**src/rtl/ddr2_init_pkg.sv**
```systemverilog
package ddr2_init_pkg;

    typedef enum logic [2:0] {
        CMD_NORMAL    = 3'd0,
        CMD_NOP       = 3'd1,
        CMD_PRECHARGE = 3'd2,
        CMD_MODE      = 3'd3,
        CMD_REFRESH   = 3'd4
    } cmd_e;

    typedef enum logic [3:0] {
        STEP_NOP,
        STEP_PRE_A,
        STEP_MODE_DLL,
        STEP_PRE_B,
        STEP_REFRESH,
        STEP_MODE_RUN,
        STEP_NORM_A,
        STEP_NORM_B
    } step_e;

    typedef enum logic [2:0] {
        ST_IDLE,
        ST_ISSUE,
        ST_GAP,
        ST_DELAY,
        ST_FINISH
    } state_e;

    localparam int OFS_W         = 24;
    localparam int ACC_W         = 3;
    localparam logic [OFS_W-1:0] OFS_DLL_MODE = 24'h012000;
    localparam logic [OFS_W-1:0] OFS_DLL_RST  = 24'h000800;
    localparam logic [OFS_W-1:0] OFS_OCD_DEF  = 24'h121C20;
    localparam logic [OFS_W-1:0] OFS_OCD_EXIT = 24'h120020;
    localparam logic [OFS_W-1:0] OFS_NORM_HI  = 24'h000030;
    localparam int REFRESH_REPS  = 8;

    function automatic cmd_e step_cmd(input step_e s);
        cmd_e c;
        unique case (s)
            STEP_NOP:                c = CMD_NOP;
            STEP_PRE_A, STEP_PRE_B:  c = CMD_PRECHARGE;
            STEP_MODE_DLL,
            STEP_MODE_RUN:           c = CMD_MODE;
            STEP_REFRESH:            c = CMD_REFRESH;
            default:                 c = CMD_NORMAL;
        endcase
        return c;
    endfunction

    function automatic logic [ACC_W-1:0] step_last_acc(input step_e s);
        logic [ACC_W-1:0] n;
        unique case (s)
            STEP_MODE_DLL: n = ACC_W'(1);
            STEP_MODE_RUN: n = ACC_W'(2);
            STEP_REFRESH:  n = ACC_W'(REFRESH_REPS - 1);
            default:       n = '0;
        endcase
        return n;
    endfunction

    function automatic step_e step_after(input step_e s);
        step_e n;
        unique case (s)
            STEP_NOP:      n = STEP_PRE_A;
            STEP_PRE_A:    n = STEP_MODE_DLL;
            STEP_MODE_DLL: n = STEP_PRE_B;
            STEP_PRE_B:    n = STEP_REFRESH;
            STEP_REFRESH:  n = STEP_MODE_RUN;
            STEP_MODE_RUN: n = STEP_NORM_A;
            STEP_NORM_A:   n = STEP_NORM_B;
            default:       n = STEP_NORM_B;
        endcase
        return n;
    endfunction

endpackage

```
**src/rtl/ddr2_mode_calc.sv**
```systemverilog
module ddr2_mode_calc
    import ddr2_init_pkg::*;
(
    input  logic             burst8,
    input  logic [1:0]       cas_sel,
    input  logic [1:0]       wr_sel,
    output logic [OFS_W-1:0] mode_val
);

    logic [OFS_W-1:0] cas_term;
    logic [OFS_W-1:0] wr_term;
    logic [OFS_W-1:0] bl_term;

    always_comb begin
        unique case (cas_sel)
            2'd0: cas_term = 24'h000150;
            2'd1: cas_term = 24'h0001D0;
            2'd2: cas_term = 24'h000250;
            default: cas_term = 24'h0002D0;
        endcase
        unique case (wr_sel)
            2'd0: wr_term = 24'h001000;
            2'd1: wr_term = 24'h100000;
            2'd2: wr_term = 24'h101000;
            default: wr_term = 24'h002000;
        endcase
        bl_term  = burst8 ? 24'h000008 : 24'h000000;
        mode_val = cas_term + wr_term + bl_term;
    end

endmodule

```
**src/rtl/ddr2_rank_scan.sv**
```systemverilog
module ddr2_rank_scan #(
    parameter int NUM_RANKS = 4,
    parameter int START_W   = 8,
    parameter int PASS_W    = 3
) (
    input  logic [NUM_RANKS*START_W-1:0] rank_start,
    input  logic [PASS_W-1:0]            cur_pass,
    output logic [PASS_W-1:0]            next_pass,
    output logic                         next_ok,
    output logic [START_W-1:0]           cur_start
);

    logic [NUM_RANKS-1:0] populated;

    for (genvar g = 0; g < NUM_RANKS; g++) begin : g_pop
        assign populated[g] = |rank_start[g*START_W +: START_W];
    end

    always_comb begin
        next_ok   = 1'b0;
        next_pass = '0;
        for (int p = NUM_RANKS; p >= 1; p--) begin
            if ((PASS_W'(p) > cur_pass) && populated[p-1]) begin
                next_ok   = 1'b1;
                next_pass = PASS_W'(p);
            end
        end
    end

    always_comb begin
        cur_start = '0;
        for (int p = 1; p <= NUM_RANKS; p++) begin
            if (cur_pass == PASS_W'(p)) begin
                cur_start = rank_start[(p-1)*START_W +: START_W];
            end
        end
    end

endmodule

```
**src/rtl/ddr2_wait_timer.sv**
```systemverilog
module ddr2_wait_timer #(
    parameter int CNT_W = 16
) (
    input  logic             clk,
    input  logic             rst_n,
    input  logic             load,
    input  logic [CNT_W-1:0] load_val,
    output logic             expired
);

    logic [CNT_W-1:0] cnt;

    always_ff @(posedge clk or negedge rst_n) begin
        if (!rst_n) begin
            cnt <= '0;
        end else if (load) begin
            cnt <= load_val;
        end else if (cnt != '0) begin
            cnt <= cnt - CNT_W'(1);
        end
    end

    assign expired = (cnt <= CNT_W'(1));

endmodule

```
**src/rtl/ddr2_init_seq.sv**
```systemverilog
module ddr2_init_seq
    import ddr2_init_pkg::*;
#(
    parameter int          NUM_RANKS    = 4,
    parameter int          START_W      = 8,
    parameter int          RANK_SHIFT   = 26,
    parameter int          CYC_PER_US   = 50,
    parameter int          REFRESH_W    = 8,
    parameter logic [7:0]  REFRESH_LOAD = 8'h32,
    localparam int         ADDR_W       = START_W + RANK_SHIFT
) (
    input  logic                         clk,
    input  logic                         rst_n,
    input  logic                         start,
    input  logic [4:0]                   ctl_hi,
    input  logic                         burst8,
    input  logic [1:0]                   cas_sel,
    input  logic [1:0]                   wr_sel,
    input  logic [NUM_RANKS*START_W-1:0] rank_start,
    input  logic                         cmd_ready,
    output logic                         cmd_valid,
    output logic [2:0]                   cmd_code,
    output logic [7:0]                   ctl_byte,
    output logic [ADDR_W-1:0]            cmd_addr,
    output logic [REFRESH_W-1:0]         refresh_cnt,
    output logic                         done
);

    localparam int PASS_W     = $clog2(NUM_RANKS + 1);
    localparam int DELAY_CYC  = 200 * CYC_PER_US;
    localparam int GAP_FIRST  = 10 * CYC_PER_US;
    localparam int GAP_RANK   = 100 * CYC_PER_US;
    localparam int CNT_W      = $clog2(DELAY_CYC + 1);

    state_e              state_q, state_n;
    step_e               step_q, step_n;
    logic [PASS_W-1:0]   pass_q, pass_n;
    logic [ACC_W-1:0]    acc_q, acc_n;
    logic                bl8_q;
    logic [1:0]          cas_q, wr_q;
    logic [REFRESH_W-1:0] refresh_q;

    logic                take_start;
    logic                advance;
    logic                ref_set;
    logic                tmr_load;
    logic [CNT_W-1:0]    tmr_val;
    logic                tmr_expired;

    logic [PASS_W-1:0]   next_pass;
    logic                next_ok;
    logic [START_W-1:0]  cur_start;
    logic [OFS_W-1:0]    mode_val;
    logic [OFS_W-1:0]    offset;

    ddr2_mode_calc u_mode (
        .burst8   (bl8_q),
        .cas_sel  (cas_q),
        .wr_sel   (wr_q),
        .mode_val (mode_val)
    );

    ddr2_rank_scan #(
        .NUM_RANKS (NUM_RANKS),
        .START_W   (START_W),
        .PASS_W    (PASS_W)
    ) u_scan (
        .rank_start (rank_start),
        .cur_pass   (pass_q),
        .next_pass  (next_pass),
        .next_ok    (next_ok),
        .cur_start  (cur_start)
    );

    ddr2_wait_timer #(
        .CNT_W (CNT_W)
    ) u_timer (
        .clk      (clk),
        .rst_n    (rst_n),
        .load     (tmr_load),
        .load_val (tmr_val),
        .expired  (tmr_expired)
    );

    // State and sequencing registers
    always_ff @(posedge clk or negedge rst_n) begin
        if (!rst_n) begin
            state_q   <= ST_IDLE;
            step_q    <= STEP_NORM_B;
            pass_q    <= '0;
            acc_q     <= '0;
            bl8_q     <= 1'b0;
            cas_q     <= '0;
            wr_q      <= '0;
            refresh_q <= '0;
        end else begin
            state_q <= state_n;
            step_q  <= step_n;
            pass_q  <= pass_n;
            acc_q   <= acc_n;
            if (take_start) begin
                bl8_q     <= burst8;
                cas_q     <= cas_sel;
                wr_q      <= wr_sel;
                refresh_q <= '0;
            end else if (ref_set) begin
                refresh_q <= REFRESH_W'(REFRESH_LOAD);
            end
        end
    end

    // Next-state logic
    always_comb begin
        state_n    = state_q;
        step_n     = step_q;
        pass_n     = pass_q;
        acc_n      = acc_q;
        take_start = 1'b0;
        advance    = 1'b0;
        ref_set    = 1'b0;
        tmr_load   = 1'b0;
        tmr_val    = '0;

        unique case (state_q)
            ST_IDLE: begin
                if (start) begin
                    take_start = 1'b1;
                    state_n    = ST_ISSUE;
                    step_n     = STEP_NOP;
                    pass_n     = '0;
                    acc_n      = '0;
                end
            end
            ST_ISSUE: begin
                if (cmd_ready) begin
                    if (step_q == STEP_REFRESH) begin
                        tmr_load = 1'b1;
                        tmr_val  = (pass_q == '0) ? CNT_W'(GAP_FIRST - 1)
                                                  : CNT_W'(GAP_RANK - 1);
                        state_n  = ST_GAP;
                    end else begin
                        advance = 1'b1;
                    end
                end
            end
            ST_GAP: begin
                if (tmr_expired) begin
                    advance = 1'b1;
                end
            end
            ST_DELAY: begin
                if (tmr_expired) begin
                    state_n = ST_ISSUE;
                    step_n  = STEP_PRE_A;
                    pass_n  = '0;
                    acc_n   = '0;
                end
            end
            ST_FINISH: begin
                state_n = ST_IDLE;
            end
            default: begin
                state_n = ST_IDLE;
            end
        endcase

        if (advance) begin
            if (acc_q != step_last_acc(step_q)) begin
                acc_n   = acc_q + ACC_W'(1);
                state_n = ST_ISSUE;
            end else if (next_ok) begin
                pass_n  = next_pass;
                acc_n   = '0;
                state_n = ST_ISSUE;
            end else if (step_q == STEP_NOP) begin
                tmr_load = 1'b1;
                tmr_val  = CNT_W'(DELAY_CYC - 1);
                state_n  = ST_DELAY;
            end else if (step_q == STEP_NORM_B) begin
                ref_set = 1'b1;
                state_n = ST_FINISH;
            end else begin
                step_n  = step_after(step_q);
                pass_n  = '0;
                acc_n   = '0;
                state_n = ST_ISSUE;
            end
        end
    end

    // Outputs
    always_comb begin
        unique case (step_q)
            STEP_MODE_DLL: offset = (acc_q == '0) ? OFS_DLL_MODE : OFS_DLL_RST;
            STEP_MODE_RUN: begin
                if (acc_q == '0)              offset = mode_val;
                else if (acc_q == ACC_W'(1))  offset = OFS_OCD_DEF;
                else                          offset = OFS_OCD_EXIT;
            end
            STEP_NORM_B:   offset = OFS_NORM_HI;
            default:       offset = '0;
        endcase
        cmd_valid   = (state_q == ST_ISSUE);
        done        = (state_q == ST_FINISH);
        cmd_code    = step_cmd(step_q);
        ctl_byte    = {ctl_hi, cmd_code};
        cmd_addr    = {cur_start, {RANK_SHIFT{1'b0}}} + ADDR_W'(offset);
        refresh_cnt = refresh_q;
    end

endmodule

```
**config.mk**
```make
export PLATFORM = sky130hd
export DESIGN_NAME = ddr2_init_seq
export DESIGN_NICKNAME = d
export VERILOG_FILES = /design/src/rtl/ddr2_init_pkg.sv /design/src/rtl/ddr2_mode_calc.sv /design/src/rtl/ddr2_rank_scan.sv /design/src/rtl/ddr2_wait_timer.sv /design/src/rtl/ddr2_init_seq.sv
export SDC_FILE = /design/constraint.sdc
export NUM_CORES = 1
export LEC_CHECK = 0
export ABC_CLOCK_PERIOD_IN_PS = 2400
export CAP_MARGIN = 20
export CORE_ASPECT_RATIO = 0.9
export CORE_UTILIZATION = 35
export CTS_BUF_LIST = sky130_fd_sc_hd__clkbuf_8
export DETAILED_ROUTE_END_ITERATION = 8
export GPL_TIMING_DRIVEN = 0
export PLACE_DENSITY = 0.72
export SLEW_MARGIN = 30
export SYNTH_ARGS = -nofsm -noshare
export SYNTH_HDL_FRONTEND = slang
export SYNTH_SLANG_ARGS = --single-unit
```
**constraint.sdc**
```tcl
create_clock -name clk -period 2.4 [get_ports clk]
set_input_delay 0.24 -clock clk [delete_from_list [all_inputs] [get_ports clk]]
set_output_delay 0.24 -clock clk [all_outputs]
set_load 0.05 [all_outputs]
```
==> results of run 1 <==
==> what timing repair did <==
item	CTS	global route
pin swaps	1	3
gates cloned	0	0
hold endpoints to repair	7	0
resized for setup	113	24
hold buffers	1	0
setup buffers	4	5
endpoints found under the setup margin	51	48
==> through the flow <==
stage                     util (%)  setup slack, ns  hold WS [ns]
after floorplan                  -           -0.223       -0.0556
after detailed placement      50.1           -0.858         0.109
after global placement        49.9           -0.806         0.490
after CTS                     52.6          -0.0137         0.332
after global routing          53.7          -0.0919         0.350
final                         53.7          -0.0105         0.330
==> state kept, by name, indices dropped and copies added (netlist names) <==
name,cells
u_timer.cnt,14
step_q,4
acc_q,3
pass_q,3
state_q,3
cas_q,2
wr_q,2
bl8_q,1
refresh_cnt,1
==> per-layer routing <==
layer  global-route usage [%]  vias to the layer above  part of all wire, %
met5                        0                        -                    0
met4                     4.96                        0                  1.3
met3                     3.72                       11                  5.2
met2                     29.9                       85                   48
met1                     25.1                     1341                   46
li1                         -                     1379                    -
==> critical path, cell delays in order <==
cell             delay, ns
clkdlybuf4s50_1       0.45
nor4_2                0.36
a211oi_1              0.19
or4_4                 0.57
or4_4                 0.54
buf_6                 0.16
a21oi_1               0.12
==> path summary, 6_finish.rpt <==
kind | start | to | slack (ns) | cells after the start
max | rank_start[13] | u_timer.cnt[10]$_DFFE_PN0P_ | -0.01 | 7
min | rst_n | cas_q[0]$_DFFE_PN0P_ | 0.33 | 2
max reg2reg | u_timer.cnt[9]$_DFFE_PN0P_ | u_timer.cnt[10]$_DFFE_PN0P_ | 0.07 | 6
min reg2reg | bl8_q$_DFFE_PN0P_ | bl8_q$_DFFE_PN0P_ | 0.52 | 1
max in group asynchronous | rst_n | step_q[1]$_DFF_PN1_ | 1.60 | 3
min in group clk | wr_sel[0] | wr_q[0]$_DFFE_PN0P_ | 0.50 | 3
==> power groups by stage <==
stage | combinational [uW] | sequential [uW] | clock (uW)
floorplan | 158 | 577 | 0
global placement | 266 | 579 | 0
detailed placement | 271 | 579 | 0
CTS | 280 | 569 | 421
global route | 304 | 570 | 452
finish | 286 | 569 | 414
==> logic make-up (layout without fill, tap and decap cells) <==
family	Yosys count	count (layout)	share of synthesized area [%]
compound gates	85	85	21.4
fa+ha+maj	8	8	3.68
xor+xnor	9	9	2.90
mux	11	11	4.19
flops	33	33	30.5
other cells	1	17	0.138
simple gates	114	114	25.4
buf+inv	58	153	11.8
==> synth_stat cells (4+ instances only) <==
cell type,n
mux2i_1,8
nand2_1,18
clkbuf_1,13
nand4_1,4
inv_1,14
nor2b_1,8
nand3b_1,4
or4_1,4
xnor2_1,5
a21oi_1,14
and3_1,5
nand3_1,11
o31ai_1,7
o21ai_0,16
o22ai_1,9
nor4_1,14
dfrtp_1,30
nor3_1,5
buf_4,27
a211oi_1,4
xor2_1,4
nor2_1,22
o211ai_1,4
ha_1,8
a22oi_1,8
==> cell type report <==
class / instances / area (um2) / area share [%]
clock inverters: 3 / 13.8 / 0.340
well taps: 96 / 120 / 2.96
inverters: 14 / 56.3 / 1.39
repair buffers: 89 / 845 / 20.8
multi-input cells: 244 / 1830 / 45.1
clock buffers: 5 / 68.8 / 1.70
plain buffers: 42 / 293 / 7.22
flip-flops and latches: 33 / 831 / 20.5
==> flow_summary.toml, run 1 <==
[yosys]
synthTopCellsByArea = "dfrtp_1 28%, buf_4 7.5%, ha_1 3.7%"
yosys_warnings = 0
synth_area_um2 = 2720
synth-main-ff-cell = "dfrtp_1"
synth_top_area_share_pct = 27.6
synthArstFlopShare_pct = 100
synth_area_per_cell_um2 = 8.53
syn-instance-count = 319
synth_edf_count = 0
synth_top_cell_by_area = "dfrtp_1"
ys_seq_area_share_pct = 30.5
ys_ff_latch = 33
ys_types = 58

[worst_setup_path]
cp.arrival_ns = 2.63
cp_max_fo = 8
critPathLaunchType = "input pin"
crit_required_ns = 2.62
endpoint_kind = "register"
worstSetupPathType = "in2reg"

[power]
vdd_ir_drop_max_v = 0.000149
power_frac_seq_pct = 44.8
p_per_area_nw_per_um2 = 313
combPwrFrac_pct = 22.5
p_clk_share_pct = 32.7
p_leak_uw = 0.00174
intPower_uw = 884
p_total_uw = 1270
switching_share_pct = 30.3
power.switching_uw = 385

[place]
place.gp.congestion = 0.848
dp.cells = 510
hpwlAfterDp_um = 5700
io_buffer_count = 78
place_area_um2 = 3780

[cells_and_area]
final_cells = 526
fin_nets = 483
finalInstanceArea_um2 = 4050
area_growth_pct = 49.0
antenna_cells = 0
mostFrequentLayoutCells = "49 x clkdlybuf4s50_1, 39 x buf_4, 29 x dfrtp_1, 20 x nor2_1"
drive_gt1_share_pct = 27.7
mostFrequentLayoutCell = "clkdlybuf4s50_1"
fillers = 706

[die]
fp-row-count = 30
die_y_um = 85.6
die_area_um2 = 8130
die_width_um = 94.9
fp.coreArea_um2 = 7540
start_util_pct = 36.1
io_pins = 101

[routing]
avgViaCountPerCell = 5.35
drt_iter0_drc = 91
drc_errors = 0
first_pass_iters = 6
dr_total_vias = 2816
ant_nets = 0
wire_per_inst_um = 14.2
wl_um = 7450

[grt]
grt_pass1_wl_um = 11900
antenna_found_initial = 0
gr-total-overflow = 0
grt_pass1_vias = 2595
grt_start_max_net_pins = 27
grt.total_usage_pct = 18.5

[run_status]
status = "finished, violations left"
failed_checks = "negative setup slack"

[clock_network]
path_clk_slew_ns = 0.07
cts_tree = "yes"
cts_buffers = 5
clk_path_buf_depth = 2
clkLatencyLatePin_ns = 0.29
htree_levels = 2
clock_sinks = 33
clockRootBuffer = "clkbuf_8"

[timing]
rsz0062_at_grt = "true"
clock_skew_ns = 0.00664
worstMarginPinSlew_ns = 0.872
hold_viol = 0
finalCritPeriodShare_pct = 100
finalCriticalPeriod_ns = 2.41
drv_slew = 0
tns_ns = -0.0163
setup_slack_ns = -0.0105
fmax_ghz = 0.415
finalSetupViolations = 2
slew-limit-headroom_pct = 41.7

[run]
maxCapViolCount = 0

[min_path]
hp-class = "in2async"
(Power assumes the default switching activity.)
==> inputs of run 2 (changes only) <==
--- a/config.mk
+++ b/config.mk
@@ -7,7 +7,7 @@
 export LEC_CHECK = 0
 export ABC_CLOCK_PERIOD_IN_PS = 2400
 export CAP_MARGIN = 20
-export CORE_ASPECT_RATIO = 0.9
+export CORE_ASPECT_RATIO = 0.75
 export CORE_UTILIZATION = 35
 export CTS_BUF_LIST = sky130_fd_sc_hd__clkbuf_8
 export DETAILED_ROUTE_END_ITERATION = 8
==> run 2 against run 1 <==
- the run still ends with negative setup slack left
- cell area increased by 2.4%
- sequential share of layout area is 0.49 points lower
- power is 1.2% higher
- hold slack gained 0.081 ns
- flip-flop and latch count unchanged
- clock skew is 0.00058 ns higher
- critical path depth did not move
- combinational power is 3% higher
- routed wire length is 4.9% higher
- largest cell class unchanged
==> flow_summary.toml, run 2 (synthesis results as in run 1) <==
[power]
vdd_ir_drop_max_v = 0.000197
power.switching_uw = 393
p_clk_share_pct = 32.6
p_leak_uw = 0.00179
p_per_area_nw_per_um2 = 309
power_frac_seq_pct = 44.3
intPower_uw = 891
combPwrFrac_pct = 23.0
switching_share_pct = 30.6

[worst_setup_path]
crit_required_ns = 2.61
endpoint_kind = "register"
worstReg2RegStart = "step_q[2]$_DFF_PN1_"
cp_max_fo = 8
crit_start = "rank_start[14]"
worstSetupPathType = "in2reg"
cp.arrival_ns = 2.62
critPathLaunchType = "input pin"

[cells_and_area]
antenna_cells = 0
mostFrequentLayoutCell = "clkdlybuf4s50_1"
drive_gt1_share_pct = 28.9
largest_register = "u_timer.cnt"
fillers = 702
area_growth_pct = 52.7
final_cells = 534
largest_reg_flops = 14
reg_top3 = "u_timer.cnt (14), step_q (4)"
mostFrequentLayoutCells = "46 x clkdlybuf4s50_1, 41 x buf_4, 29 x dfrtp_1, 20 x nor2_1"
fin_nets = 486

[grt]
grt_pass1_wl_um = 12900
grt.total_usage_pct = 19.6
antenna_found_initial = 0
gr-total-overflow = 0
globalRoute.busiestLayer = "met2"
grt_pass1_vias = 2684
grtUsageMet3_pct = 5.48
met1_usage_pct = 26.2
use_met2_pct = 31.1
grt_start_max_net_pins = 20

[routing]
first_pass_iters = 4
avgViaCountPerCell = 5.29
wire_per_inst_um = 14.6
drt_iter0_drc = 167
dr_total_vias = 2824
drc_errors = 0
wl_um = 7820
ant_nets = 0

[die]
die_y_um = 78.3
fp.coreArea_um2 = 7430
fp-row-count = 27
die_width_um = 104
io_pins = 101
die_area_um2 = 8130
start_util_pct = 36.6

[timing]
finalSetupViolations = 1
hold_viol = 0
worstMarginPinSlew_ns = 0.885
clock_skew_ns = 0.00722
finalCritPeriodShare_pct = 100
finalCriticalPeriod_ns = 2.40
fin_hold_ws_ns = 0.411
setup_slack_ns = -0.00488
drv_slew = 0
slew-limit-headroom_pct = 40.9
rsz0062_at_grt = "true"
fmax_ghz = 0.416
tns_ns = -0.00488

[place]
io_buffer_count = 78
dp.cells = 515
hpwlAfterDp_um = 5820
place.gp.congestion = 0.871

[run_status]
status = "finished, violations left"
failed_checks = "negative setup slack"

[clock_network]
clockRootBuffer = "clkbuf_8"
cts_buffers = 5
clock_sinks = 33
clkLatencyLatePin_ns = 0.29
htree_levels = 2
clk_path_buf_depth = 2
cts_tree = "yes"
path_clk_slew_ns = 0.08

[min_path]
hp-class = "in2async"

[run]
maxCapViolCount = 0
-- run 2: timing repair --
action                                 CTS  global route
pin swaps                                4             8
buffers inserted                         4             8
endpoints found under the hold margin   12             0
gates cloned                             0             0
hold buffers                             1             0
gates resized for setup                113            44
setup endpoints to repair               55            52
-- run 2: final cells by class --
class | count | area [um2] | share of cell area [%]
Multi-Input combinational cell | 244 | 1870 | 45.1
Timing Repair Buffer | 92 | 885 | 21.3
Sequential cell | 33 | 831 | 20.0
Buffer | 42 | 294 | 7.08
Tap cell | 101 | 126 | 3.04
Clock buffer | 5 | 68.8 | 1.66
Inverter | 14 | 56.3 | 1.36
Clock inverter | 3 | 17.5 | 0.422
-- run 2: power by group through the flow --
| stage | sequential (uW) | clock, uW | combinational [uW] |
|---|---|---|---|
| 6_report | 569 | 419 | 296 |
| 5_1_grt | 570 | 453 | 313 |
| 4_1_cts | 569 | 425 | 290 |
| 3_5_place_dp | 579 | 0 | 275 |
| 3_3_place_gp | 579 | 0 | 266 |
| 2_1_floorplan | 577 | 0 | 158 |
-- run 2: worst max-delay path, cell delays in order --
cell	delay, ns
clkdlybuf4s50_1	0.46
nor4_4	0.35
a211oi_1	0.18
or4_4	0.57
or4_4	0.53
buf_6	0.16
a21oi_1	0.11
-- run 2: per-stage QoR --
step,worst slack (ns),power [uW],util [%],area (um2)
floorplan,-0.223,735,-,2870
global placement,-0.879,845,50.8,3770
detailed placement,-0.846,854,51.1,3800
CTS,-0.0354,1280,54.2,4030
global route,-0.0954,1340,55.9,4150
finish,-0.00488,1280,55.9,4150
-- run 2: layer usage --
metal,up-vias,share of wire [%]
met2,103,45
met3,13,6.4
met5,-,0
li1,1382,-
met1,1326,47
met4,0,1.6
-- run 2: path summary, 6_finish.rpt --
kind	endpoint	slack [ns]	depth (start not counted)
min reg2reg	cas_q[0]$_DFFE_PN0P_	0.50	1
min in group clk	cas_q[0]$_DFFE_PN0P_	0.50	1
max	u_timer.cnt[10]$_DFFE_PN0P_	-0.005	7
max reg2reg	u_timer.cnt[10]$_DFFE_PN0P_	0.09	8
min	u_timer.cnt[3]$_DFFE_PN0P_	0.41	2
max in group asynchronous	step_q[1]$_DFF_PN1_	1.48	3
==> inputs of run 3 (changes only) <==
--- a/config.mk
+++ b/config.mk
@@ -5,14 +5,15 @@
 export SDC_FILE = /design/constraint.sdc
 export NUM_CORES = 1
 export LEC_CHECK = 0
+export ABC_AREA = 1
 export ABC_CLOCK_PERIOD_IN_PS = 2400
 export CAP_MARGIN = 20
 export CORE_ASPECT_RATIO = 0.75
-export CORE_UTILIZATION = 35
+export CORE_UTILIZATION = 42
 export CTS_BUF_LIST = sky130_fd_sc_hd__clkbuf_8
 export DETAILED_ROUTE_END_ITERATION = 8
 export GPL_TIMING_DRIVEN = 0
-export PLACE_DENSITY = 0.72
+export PLACE_DENSITY = 0.83
 export SLEW_MARGIN = 30
 export SYNTH_ARGS = -nofsm -noshare
 export SYNTH_HDL_FRONTEND = slang
==> run 3 against run 2 <==
- routed wire length decreased by 11%
- first-iteration DRC count down 22%
- hold slack improved by 0.00061 ns
- sequential share of layout area rose by 1.9 points
- area after synthesis grew 1.4%
- the flow now finishes without violations
- sequential power decreased by 2%
- worst setup slack improved by 0.087 ns
- clock-buffer cell count rose by 1
- register-to-register slack gained 0.29 ns
- critical endpoint is now cmd_code[1]
- die area decreased by 15%
- power shrank 7.3%
==> flow_summary.toml, run 3 <==
[worst_setup_path]
endpoint_kind = "primary output"
cp_max_fo = 5
worstRegToRegCells = 11
cp.arrival_ns = 2.08
crit_required_ns = 2.16
r2r_end = "pass_q[0]$_DFF_PN0_"
critPathLaunchType = "register"
rrSetupSlack_ns = 0.38
worstSetupPathType = "reg2out"
worstReg2RegStart = "u_timer.cnt[0]$_DFFE_PN0P_"

[timing]
clock_skew_ns = 0.00510
tns_ns = 0
setup_slack_ns = 0.0817
fmax_ghz = 0.431
worstMarginPinSlew_ns = 0.509
slew-limit-headroom_pct = 65.9
finalSetupViolations = 0
hold_viol = 0
rsz0062_at_grt = "false"
fin_hold_ws_ns = 0.412
finalCriticalPeriod_ns = 2.32
drv_slew = 0
finalCritPeriodShare_pct = 96.6

[clock_network]
clock_sinks = 33
htree_levels = 2
clockRootBuffer = "clkbuf_8"
path_clk_slew_ns = 0.07
postCtsSetupRepairBufs = 0
clk_path_buf_depth = 2
cts_tree = "yes"
clkLatencyLatePin_ns = 0.29
cts_buffers = 5

[grt]
antenna_found_initial = 0
grt_start_max_net_pins = 20
gr-total-overflow = 0
grt.total_usage_pct = 21.3
grt_pass1_wl_um = 11400
grt_pass1_vias = 2648

[cells_and_area]
reg_top3 = "u_timer.cnt (14), step_q (4)"
largest_reg_flops = 14
fillers = 608
antenna_cells = 0
mostFrequentLayoutCells = "94 x nand2_1, 51 x clkdlybuf4s50_1, 50 x inv_1, 50 x nor2_1, 33 x nand3_1"
largest_register = "u_timer.cnt"
final_cells = 582
mostFrequentLayoutCell = "nand2_1"
fin_nets = 554
area_growth_pct = 37.6
drive_gt1_share_pct = 16.6

[routing]
wl_um = 6950
drt_iter0_drc = 130
avgViaCountPerCell = 4.89
first_pass_iters = 4
wire_per_inst_um = 11.9
drc_errors = 0
ant_nets = 0
dr_total_vias = 2846

[yosys]
ys_ff_latch = 33
yosys_warnings = 0
ys_types = 37
ys_seq_area_share_pct = 30.1
synth_area_per_cell_um2 = 6.95
synth_top_cell_by_area = "dfrtp_1"
synthArstFlopShare_pct = 100
netlist_top_cells_count = "94 x nand2_1, 55 x nor2_1, 49 x inv_1"
synth_area_um2 = 2760
synth_top_area_share_pct = 27.2
yosysMostFrequentCell = "nand2_1"
synth-main-ff-cell = "dfrtp_1"
synthTopCellsByArea = "dfrtp_1 27%, nand2_1 13%, nor2_1 7.5%"
syn-instance-count = 397
synth_edf_count = 0

[die]
fp-row-count = 25
die_width_um = 95.6
io_pins = 101
die_area_um2 = 6900
die_y_um = 72.2
start_util_pct = 43.7
fp.coreArea_um2 = 6320

[place]
dp.cells = 573
place_ws_ns = -0.107
place.gp.congestion = 0.903
io_buffer_count = 78
hpwlAfterDp_um = 5660

[min_path]
hp-class = "in2async"

[run]
maxCapViolCount = 0

[power]
p_per_area_nw_per_um2 = 314
p_total_uw = 1190
vdd_ir_drop_max_v = 0.000181
p_leak_uw = 0.00190

[run_status]
status = "finished, final reports clean"
## run 3: cell types whose count changed in the layout (fill, tap and decap cells not counted), sizes merged, moves of 10 or more
cell and delta:
nor2 +39, nor4 -17, nand3 +28, buf -26, inv +43, nand2 +83, o21ai +10, dlygate4sd2 +16
a21oi -11
## run 3: per-stage QoR
stage | util, % | cell area, um2
after floorplan | - | 2830
after global placement | 58.7 | 3710
after detailed placement | 59.1 | 3730
after CTS | 60.3 | 3810
after global routing | 60.1 | 3800
final | 60.1 | 3800
## run 3: kinds of logic (layout without fill, tap and decap cells)
| family | Yosys count | count (layout) | share of synthesized area (%) |
|---|---|---|---|
| buf+inv | 81 | 169 | 14.7 |
| compound gates | 43 | 43 | 9.39 |
| flops | 33 | 33 | 30.1 |
| simple gates | 218 | 218 | 38.0 |
| other cells | 1 | 17 | 0.136 |
| xor+xnor | 13 | 13 | 4.13 |
| fa+ha+maj | 8 | 8 | 3.63 |
## run 3: worst max-delay path by stage
stage | depth (start not counted) | slack (ns) | to | from
after floorplan | 6 | -0.06 | cmd_addr[12] | step_q[2]$_DFF_PN1_
after global placement | 8 | -0.06 | cmd_addr[12] | acc_q[0]$_DFF_PN0_
after detailed placement | 8 | -0.11 | cmd_addr[11] | acc_q[0]$_DFF_PN0_
after CTS | 8 | 0.004 | cmd_addr[12] | acc_q[0]$_DFF_PN0_
after global routing | 3 | 0.003 | cmd_code[1] | step_q[1]$_DFF_PN1_
final | 3 | 0.08 | cmd_code[1] | step_q[1]$_DFF_PN1_
## run 3: layout make-up
class | count | area (um2) | share of cell area (%)
sequential | 33 | 831 | 21.9
tap | 81 | 101 | 2.67
inverter | 54 | 203 | 5.34
clock buffer | 6 | 82.6 | 2.18
clock inverter | 2 | 7.51 | 0.198
buffer | 27 | 203 | 5.34
multi-input combinational | 299 | 1610 | 42.3
timing repair buffer | 80 | 762 | 20.1
## run 3: repair_timing
item / CTS / global route
pin swaps: 0 / 0
hold endpoints to repair: 14 / 0
setup endpoints to repair: 26 / 21
hold buffers: 1 / 0
gates resized for setup: 38 / 15
## run 3: where the power goes
part | leakage, uW | total (uW) | switching (uW) | internal, uW
combinational | 0.00146 | 212 | 115 | 96.7
clock | 0.0000538 | 422 | 197 | 225
sequential | 0.000387 | 556 | 0 | 556
total | 0.00190 | 1190 | 312 | 878
## run 3: metal layers
metal	GRT usage (%)	part of all wire, %	up-vias
met5	0	0	-
met3	4.82	6.3	16
li1	-	-	1434
met4	7.96	1.8	0
met1	26.6	44	1301
met2	35.9	48	95
## run 3: critical path, cell delays in order, from the launching register on
cell	delay, ns
dfstp_2	0.58
nor2_2	0.08
a211oi_1	0.27
clkdlybuf4s50_1	0.86
